File: src/rtl/trg_pkg.sv
package trg_pkg;

    typedef enum logic [1:0] {
        MODE_IDLE     = 2'd0,
        MODE_PERIODIC = 2'd1,
        MODE_CLKRST   = 2'd2
    } trig_mode_e;

    typedef enum logic {
        PLS_IDLE   = 1'b0,
        PLS_ACTIVE = 1'b1
    } pulse_st_e;

endpackage

File: src/rtl/trg_sw_sync.sv
module trg_sw_sync #(
    parameter int N_SW = 3
) (
    input  logic            clk,
    input  logic            rst_n,
    input  logic [N_SW-1:0] sw_i,
    output logic [N_SW-1:0] lvl_o
);

    for (genvar g = 0; g < N_SW; g++) begin : g_sync
        logic meta_q;
        logic stab_q;

        always_ff @(posedge clk or negedge rst_n) begin
            if (!rst_n) begin
                meta_q <= 1'b0;
                stab_q <= 1'b0;
            end else begin
                meta_q <= sw_i[g];
                stab_q <= meta_q;
            end
        end

        assign lvl_o[g] = stab_q;
    end

endmodule

File: src/rtl/trg_mode_fsm.sv
module trg_mode_fsm
    import trg_pkg::*;
#(
    parameter int PERIOD_CYC = 125000
) (
    input  logic       clk,
    input  logic       rst_n,
    input  logic [2:0] lvl_i,
    output logic       trig_o,
    output logic       clkmgr_rst_o
);

    localparam int CW = (PERIOD_CYC > 2) ? $clog2(PERIOD_CYC) : 1;
    localparam logic [CW-1:0] LAST = CW'(PERIOD_CYC - 1);

    trig_mode_e state_q;
    trig_mode_e state_n;
    logic [CW-1:0] tmr_q;
    logic lvl0_prev_q;
    logic want_clk;
    logic want_per;
    logic rise0;
    logic trig_n;

    assign want_clk = &lvl_i;
    assign want_per = lvl_i[2] & lvl_i[1] & ~lvl_i[0];
    assign rise0 = lvl_i[0] & ~lvl0_prev_q;

    // Next-state logic
    always_comb begin
        state_n = state_q;
        unique case (state_q)
            MODE_IDLE: begin
                if (want_clk)      state_n = MODE_CLKRST;
                else if (want_per) state_n = MODE_PERIODIC;
            end
            MODE_PERIODIC: begin
                if (want_clk)       state_n = MODE_CLKRST;
                else if (!want_per) state_n = MODE_IDLE;
            end
            MODE_CLKRST: begin
                if (!want_clk) state_n = want_per ? MODE_PERIODIC : MODE_IDLE;
            end
            default: state_n = MODE_IDLE;
        endcase
    end

    // State register
    always_ff @(posedge clk or negedge rst_n) begin
        if (!rst_n) begin
            state_q <= MODE_IDLE;
        end else begin
            state_q <= state_n;
        end
    end

    // Periodic timer, cleared on every entry into periodic mode
    always_ff @(posedge clk or negedge rst_n) begin
        if (!rst_n) begin
            tmr_q <= '0;
        end else if (state_n == MODE_PERIODIC && state_q != MODE_PERIODIC) begin
            tmr_q <= '0;
        end else if (state_q == MODE_PERIODIC) begin
            tmr_q <= (tmr_q == LAST) ? '0 : tmr_q + 1'b1;
        end
    end

    always_comb begin
        trig_n = 1'b0;
        if (state_q == MODE_IDLE && state_n == MODE_IDLE && rise0) begin
            trig_n = 1'b1;
        end
        if (state_q == MODE_PERIODIC && state_n == MODE_PERIODIC && tmr_q == LAST) begin
            trig_n = 1'b1;
        end
    end

    // Output register
    always_ff @(posedge clk or negedge rst_n) begin
        if (!rst_n) begin
            trig_o       <= 1'b0;
            clkmgr_rst_o <= 1'b0;
            lvl0_prev_q  <= 1'b0;
        end else begin
            trig_o       <= trig_n;
            clkmgr_rst_o <= (state_n == MODE_CLKRST);
            lvl0_prev_q  <= lvl_i[0];
        end
    end

endmodule

File: src/rtl/trg_rst_pulser.sv
module trg_rst_pulser
    import trg_pkg::*;
#(
    parameter int          CMD_W     = 8,
    parameter logic [7:0]  HARD_CODE = 8'h04,
    parameter logic [7:0]  SYNC_CODE = 8'h03,
    parameter int          PULSE_CYC = 32
) (
    input  logic             clk,
    input  logic             rst_n,
    input  logic [CMD_W-1:0] cmd_i,
    input  logic             cmd_stb_i,
    output logic             hard_rst_o,
    output logic             sync_rst_o
);

    localparam int CW = (PULSE_CYC > 2) ? $clog2(PULSE_CYC) : 1;
    localparam logic [CW-1:0] LAST = CW'(PULSE_CYC - 1);

    pulse_st_e state_q;
    pulse_st_e state_n;
    logic [CW-1:0] cnt_q;
    logic hit_hard;
    logic hit_sync;

    assign hit_hard = cmd_stb_i && (cmd_i == CMD_W'(HARD_CODE));
    assign hit_sync = cmd_stb_i && (cmd_i == CMD_W'(SYNC_CODE));

    // Next-state logic
    always_comb begin
        state_n = state_q;
        unique case (state_q)
            PLS_IDLE: begin
                if (hit_hard) state_n = PLS_ACTIVE;
            end
            PLS_ACTIVE: begin
                if (hit_hard)            state_n = PLS_ACTIVE;
                else if (cnt_q == LAST)  state_n = PLS_IDLE;
            end
            default: state_n = PLS_IDLE;
        endcase
    end

    // State register and width counter
    always_ff @(posedge clk or negedge rst_n) begin
        if (!rst_n) begin
            state_q <= PLS_IDLE;
            cnt_q   <= '0;
        end else begin
            state_q <= state_n;
            if (hit_hard) begin
                cnt_q <= '0;
            end else if (state_q == PLS_ACTIVE) begin
                cnt_q <= cnt_q + 1'b1;
            end
        end
    end

    // Output register
    always_ff @(posedge clk or negedge rst_n) begin
        if (!rst_n) begin
            hard_rst_o <= 1'b0;
            sync_rst_o <= 1'b0;
        end else begin
            hard_rst_o <= (state_n == PLS_ACTIVE);
            sync_rst_o <= hit_sync;
        end
    end

endmodule

File: src/rtl/trig_reset_ctrl.sv
module trig_reset_ctrl #(
    parameter int         CMD_W      = 8,
    parameter logic [7:0] HARD_CODE  = 8'h04,
    parameter logic [7:0] SYNC_CODE  = 8'h03,
    parameter int         PULSE_CYC  = 32,
    parameter int         PERIOD_CYC = 125000
) (
    input  logic             clk,
    input  logic             rst_n,
    input  logic [2:0]       sw_i,
    input  logic [CMD_W-1:0] cmd_i,
    input  logic             cmd_stb_i,
    output logic             trig_o,
    output logic             hard_rst_o,
    output logic             sync_rst_o,
    output logic             clkmgr_rst_o
);

    localparam int N_SW = 3;

    logic [N_SW-1:0] sw_lvl;

    trg_sw_sync #(
        .N_SW (N_SW)
    ) u_sync (
        .clk   (clk),
        .rst_n (rst_n),
        .sw_i  (sw_i),
        .lvl_o (sw_lvl)
    );

    trg_mode_fsm #(
        .PERIOD_CYC (PERIOD_CYC)
    ) u_mode (
        .clk          (clk),
        .rst_n        (rst_n),
        .lvl_i        (sw_lvl),
        .trig_o       (trig_o),
        .clkmgr_rst_o (clkmgr_rst_o)
    );

    trg_rst_pulser #(
        .CMD_W     (CMD_W),
        .HARD_CODE (HARD_CODE),
        .SYNC_CODE (SYNC_CODE),
        .PULSE_CYC (PULSE_CYC)
    ) u_pulse (
        .clk        (clk),
        .rst_n      (rst_n),
        .cmd_i      (cmd_i),
        .cmd_stb_i  (cmd_stb_i),
        .hard_rst_o (hard_rst_o),
        .sync_rst_o (sync_rst_o)
    );

endmodule

File: config.mk
export PLATFORM = sky130hd
export DESIGN_NAME = trig_reset_ctrl
export DESIGN_NICKNAME = d
export VERILOG_FILES = /design/src/rtl/trg_pkg.sv /design/src/rtl/trg_sw_sync.sv /design/src/rtl/trg_mode_fsm.sv /design/src/rtl/trg_rst_pulser.sv /design/src/rtl/trig_reset_ctrl.sv
export SDC_FILE = /design/constraint.sdc
export NUM_CORES = 1
export LEC_CHECK = 0
export BUFFER_PORTS_ARGS = -buffer_cell sky130_fd_sc_hd__buf_2
export CORE_ASPECT_RATIO = 1.4
export CORE_MARGIN = 1
export CORE_UTILIZATION = 35
export CTS_BUF_LIST = sky130_fd_sc_hd__clkbuf_8
export DETAILED_ROUTE_END_ITERATION = 16
export HOLD_SLACK_MARGIN = 0.1
export PLACE_DENSITY_LB_ADDON = 0.05
export SYNTH_ARGS = -nofsm -noshare
export SYNTH_HDL_FRONTEND = slang
export SYNTH_HIERARCHICAL = 1
export SYNTH_SLANG_ARGS = --single-unit
File: constraint.sdc
create_clock -name clk -period 5.4 [get_ports clk]
set_clock_uncertainty 0.1 [all_clocks]
set_input_delay 1.62 -clock clk [delete_from_list [all_inputs] [get_ports clk]]
set_output_delay 1.62 -clock clk [all_outputs]
set_load 0.1 [all_outputs]
# --- After elaboration in Yosys (flattened, before gate mapping) ---
# Index checks and enable logic that the tools add are counted.
classes:
  bitwise_logic: 6
  mux: 18
  mul: 0
  n_addsub: 2
  n_reduce_logical: 12
  eq_ne: 9
  div_mod_pow: 0
  magnitude_cmp: 0
  shifts: 0
ops:
  columns: ["cell", "n"]
  rows:
  - ["2-to-1 mux 17 bit", 3]
  - ["adder 17 x 1 -> 17 bit (second input constant)", 1]
  - ["== test 17 bit (second input constant)", 1]
  - ["2-to-1 mux 2 bit", 5]
  - ["2-to-1 mux 5 bit", 2]
  - ["== test 8 x 2 -> 1 bit (second input constant)", 1]
  - ["== test 8 x 3 -> 1 bit (second input constant)", 1]
  - ["logical AND 1 bit", 7]
  - ["2-to-1 mux 1 bit", 6]
  - ["case mux 2 bit (3 select lines)", 1]
  - ["adder 5 x 1 -> 5 bit (second input constant)", 1]
  - ["== test 5 bit (second input constant)", 1]
  - ["== test 2 x 1 -> 1 bit (second input constant)", 2]
  - ["== test 2 bit (second input constant)", 2]
  - ["zero test 2 bit", 2]
  - ["nonzero test 2 bit", 2]
  - ["bitwise AND 1 bit", 3]
  - ["NOT 1 bit", 3]
  - ["AND reduction 3 bit", 1]
  - ["inequality test 2 x 1 -> 1 bit (second input constant)", 1]
  - ["case mux 1 bit (2 select lines)", 1]
totals:
  ram_bits: 0
  out_inout_bits: 4
  elab_cells: 61
  latchBits: 0
  memories: 0
  reg_bits: 35
  romBits: 0
  in_bits: 14

# --- Logic depth before layout (Yosys ltp) ---
logic_depth:
  word_depth: 10
  ltp_mapped: 7
  depth_no_buf: 6

# --- Cells and area by module ---
# The synthesis kept the hierarchy.
modules_own_cells:
  columns: ["module", "seq_area_each_um2", "cells_per_inst", "area_per_inst_um2", "instances"]
  rows:
  - ["trg_mode_fsm", 550.5, 128, 1174.9, 1]
  - ["trg_rst_pulser", 175.2, 33, 349.1, 1]
  - ["trg_sw_sync", 150.1, 9, 172.7, 1]

# --- Worst setup path before layout ---
# Ideal clock, no wire load.
synth_path:
  kind: "register to output"
  from: "reg u_pulse.hard_rst_o"
  to: "out hard_rst_o"
  path_stages_with_launch: 1
  setup_slack_ns: 2.786
  t_required_ns: 3.680
  n_path_buf: 0
  t_arrival_ns: 0.894
  cell_sequence: "dfrtp_1"
synth_rtl:
  columns: ["element", "line", "text"]
  rows:
  - ["start, declared", "trg_rst_pulser.sv:13", "output logic hard_rst_o,"]
  - ["start signal, assigned", "trg_rst_pulser.sv:65", "hard_rst_o <= (state_n == PLS_ACTIVE);"]
  - ["end, declared", "trig_reset_ctrl.sv:14", "output logic hard_rst_o,"]
# No word-level cell between the ends.

# --- Worst setup path in the final report ---
layout_path:
  from: "reg u_pulse.hard_rst_o"
  to: "out hard_rst_o"
# No word-level cell between the ends.

==> results.rst <==
.. list-table::
   :header-rows: 1

   * - Metric
     - Value
   * - Switching pwr
     - 152 uW
   * - Count of different cell masters after synthesis
     - 42
   * - Root buffer cell
     - clkbuf_8
   * - Final Hold Violating Endpoints
     - 0
   * - Final layout net count
     - 199
   * - Worst skew pair latency
     - 280 ps
   * - Synth-to-Final Area Change
     - 11.9%
   * - Share of Yosys cell area claimed by the top area cell type
     - 51.6%
   * - TritonCTS clock tree
     - done
   * - Highest Clock Rate
     - 338 MHz
   * - Count of max-cap constraint violations
     - 0
   * - Vias in the first global route
     - 1362
   * - Aggregate routed wire length
     - 3310 um
   * - Average wire length per cell after detail routing
     - 13.5 um
   * - Largest fanout of any net on the critical path
     - 7
   * - Clock slew seen by the registers of the worst setup and hold paths
     - 70 ps
   * - Remaining global-route overflow
     - 0
   * - Status
     - finished, final reports clean
   * - Flop and latch count out of synthesis
     - 35
   * - Routability congestion estimate
     - 0.752
   * - Setup TNS
     - 0 ps
   * - Dominant synthesized flop cell
     - dfrtp_1
   * - Data required, critical path
     - 3680 ps
   * - Period utilization
     - 54.9%
   * - Fraction of registers with async set/reset
     - 100%
   * - Die X
     - 60.8 um
   * - Crit path max-delay cell type
     - dfrtp_1
   * - Syn. warnings
     - 6
   * - Sink count of the clock tree
     - 35
   * - Hold buffer count at CTS
     - 0
   * - Die height
     - 84.4 um
   * - Post-CTS Setup Bufs
     - 0
   * - Post-detailed-route DRC marker count
     - 0
   * - Total number of placement rows
     - 29
   * - Final std cell area, no fill
     - 0.00190 mm^2
   * - Number of gates resized after cts
     - 0
   * - Transition time of the tightest slew-check pin
     - 920 ps
   * - Global-route wire length before repair
     - 5930 um
   * - Number of nets produced by synthesis
     - 187
   * - Kind of capture point of the worst setup path
     - output port
   * - Number of ports placed on the die boundary
     - 18
   * - Footprint of the multi-input gates
     - 732 um^2
   * - Worst min path class
     - reg -> reg
   * - Cell type with the highest aggregate area in the netlist
     - dfrtp_1
   * - CTS Buf Count
     - 5
   * - Antenna Nets Post-Route
     - 0
   * - Combinational group share of total power
     - 11.5%
   * - Final setup violation count
     - 0
   * - Worst Path Class, Setup
     - reg -> out
   * - Worst Path Arrival
     - 1240 ps
   * - Buf/Inv on CP
     - 1
   * - Number of port buffers
     - 17
   * - CORE AREA
     - 0.00461 mm^2
   * - Mapped Cells
     - 170
   * - Power per standard cell area
     - 316 mW/mm^2
   * - Area used by sequential logic in the layout
     - 876 um^2
   * - Sequential-to-total area share from yosys stat
     - 51.6%
   * - First-pass iteration count of the detailed router
     - 4
   * - Fraction of power spent switching nets
     - 25.4%
   * - Kind of cell adding the most delay to the critical path
     - flip-flops
   * - Clock period minus final worst setup slack
     - 2960 ps
   * - Utilization after layout
     - 41.2%
   * - Number of antenna violations at the first check in global routing
     - 0
   * - Clock Power Share
     - 38.9%
   * - DR vias/cell
     - 5.28
   * - Cell-by-cell listing of the critical path
     - buf_2
   * - Setup repair after global routing missed its margin
     - no
   * - Critical path's largest stage delay
     - 480 ps
   * - Maximum ir drop on the vdd rail
     - 0.131 mV
   * - Post-synthesis area per instance
     - 9.98 um^2
   * - Slew Limit Fails
     - 0
   * - Fillers
     - 488
   * - Maximum number of pins on one net before global-route repair
     - 36
   * - Total standard cell area after synthesis
     - 0.00170 mm^2
   * - Initial cell density of the core
     - 36.8%
   * - Relative slew slack
     - 38.3%
   * - Die area
     - 0.00513 mm^2
   * - Crit path launch type
     - register
   * - 1st-iter DRT viols
     - 33
   * - Cell area reported after detailed placement
     - 0.00179 mm^2
   * - Internal power
     - 447 uW
   * - Total number of vias
     - 1293
   * - Sequential Power Share
     - 49.6%
   * - Leakage
     - 0.000821 uW
   * - Number of inserted diodes
     - 0
   * - Maximum root-to-sink buffer count
     - 2
   * - Share of cells above drive strength 1
     - 16.4%
   * - Number of flops mapped to enable cells by yosys
     - 0
   * - Post-detailed-placement half-perimeter wirelength
     - 2350 um
   * - Cells taking the most area after synthesis
     - dfrtp_1, nand2_1, nand3_1
   * - Number of H-tree branching levels
     - 2
   * - Global router's overall resource usage
     - 15.2%
==> sequential cells by signal, indices dropped and copies added (netlist names) <==
name                  cells
u_sync/g_sync.meta_q      3
u_mode/tmr_q             17
u_sync/g_sync.stab_q      3
u_mode/clkmgr_rst_o       1
u_mode/trig_o             1
u_pulse/hard_rst_o        1
u_pulse/cnt_q             5
u_mode/state_q            2
u_pulse/sync_rst_o        1
u_mode/lvl0_prev_q        1
==> power by group through the flow <==
stage	Sequential [uW]	Clock (uW)	Combinational (uW)
finish	297	233	68.9
global route	300	248	80.5
CTS	297	241	71.1
detailed placement	302	0	70.2
global placement	301	0	65.3
floorplan	304	0	44.7
==> through the flow <==
step,setup slack (ps),hold slack [ps],total power (uW),instances
2_1_floorplan,2790,231,349,170
3_5_place_dp,2730,236,372,237
6_report,2440,252,599,245
4_1_cts,2410,256,610,245
5_1_grt,2380,257,628,245
3_3_place_gp,2750,233,367,237
==> path summary, 6_finish.rpt <==
| path | from | endpoint | slack, ps | depth (start not counted) |
|---|---|---|---|---|
| hold reg to reg | u_sync/g_sync[2].meta_q | u_sync/g_sync[2].stab_q | 250 | 0 |
| hold / removal | u_sync/g_sync[2].meta_q | u_sync/g_sync[2].stab_q | 250 | 0 |
| min in group asynchronous | rst_n | u_mode/tmr_q[14] | 1310 | 1 |
| max in group asynchronous | rst_n | u_pulse/cnt_q[3] | 3380 | 1 |
| setup / recovery | u_pulse/hard_rst_o | hard_rst_o | 2440 | 1 |
| setup reg to reg | u_mode/tmr_q[9] | u_mode/tmr_q[7] | 3030 | 5 |
==> layer usage <==
| metal | up-vias | global-route usage (%) | part of all wire, % |
|---|---|---|---|
| li1 | 639 | - | - |
| met4 | 0 | 4.96 | 1.4 |
| met3 | 5 | 3.24 | 3.0 |
| met1 | 625 | 18.2 | 43 |
| met5 | - | 0 | 0 |
| met2 | 24 | 26.4 | 52 |
==> cell families after synthesis <==
group,share of synthesized area (%)
DFF,51.6
muxes,1.77
and+or+nand+nor,25.4
xor gates and xnor gates,1.55
AOI/OAI and AO/OA,12.2
adders and majority gates,2.21
buffers and inverters,5.24
==> area by class of cell <==
cell class,instances,share of cell area [%]
Sequential cell,35,46.1
Multi-Input combinational cell,119,38.6
Timing Repair Buffer,17,4.48
Tap cell,62,4.09
Clock buffer,5,3.63
Clock inverter,3,2.31
Inverter,4,0.791
==> layout by cell type (no fill, tap or decap), types with 2 or more instances in the layout <==
cell type,count
xor2_1,2
or3_1,4
o21ai_0,4
o21ai_1,3
clkbuf_8,5
nor2b_1,3
nor3_1,3
and3_1,3
or4_1,2
a31oi_1,2
ha_1,3
nand4_1,5
a21o_1,2
inv_1,4
buf_2,17
mux2i_1,3
nor2_1,11
a22o_1,3
dfrtp_1,35
nand2_1,21
a211oi_1,2
o311ai_0,3
a21oi_1,5
nor4_1,3
o211ai_1,2
nand3_1,15
==> synthesized netlist by cell type, drive strengths merged (2+ instances only) <==
library cell	instances
or4	2
xor2	2
a21o	2
nand4	6
a22o	3
o21ai	7
mux2i	3
a211oi	2
nor4	4
nor2	11
ha	3
a21oi	5
or3	5
o311ai	4
nor3	3
a31oi	2
nand3	15
dfrtp	35
and3	3
buf	11
o211ai	2
nor2b	3
inv	4
nand2	22
No activity file was read; power rests on OpenSTA's default activity.
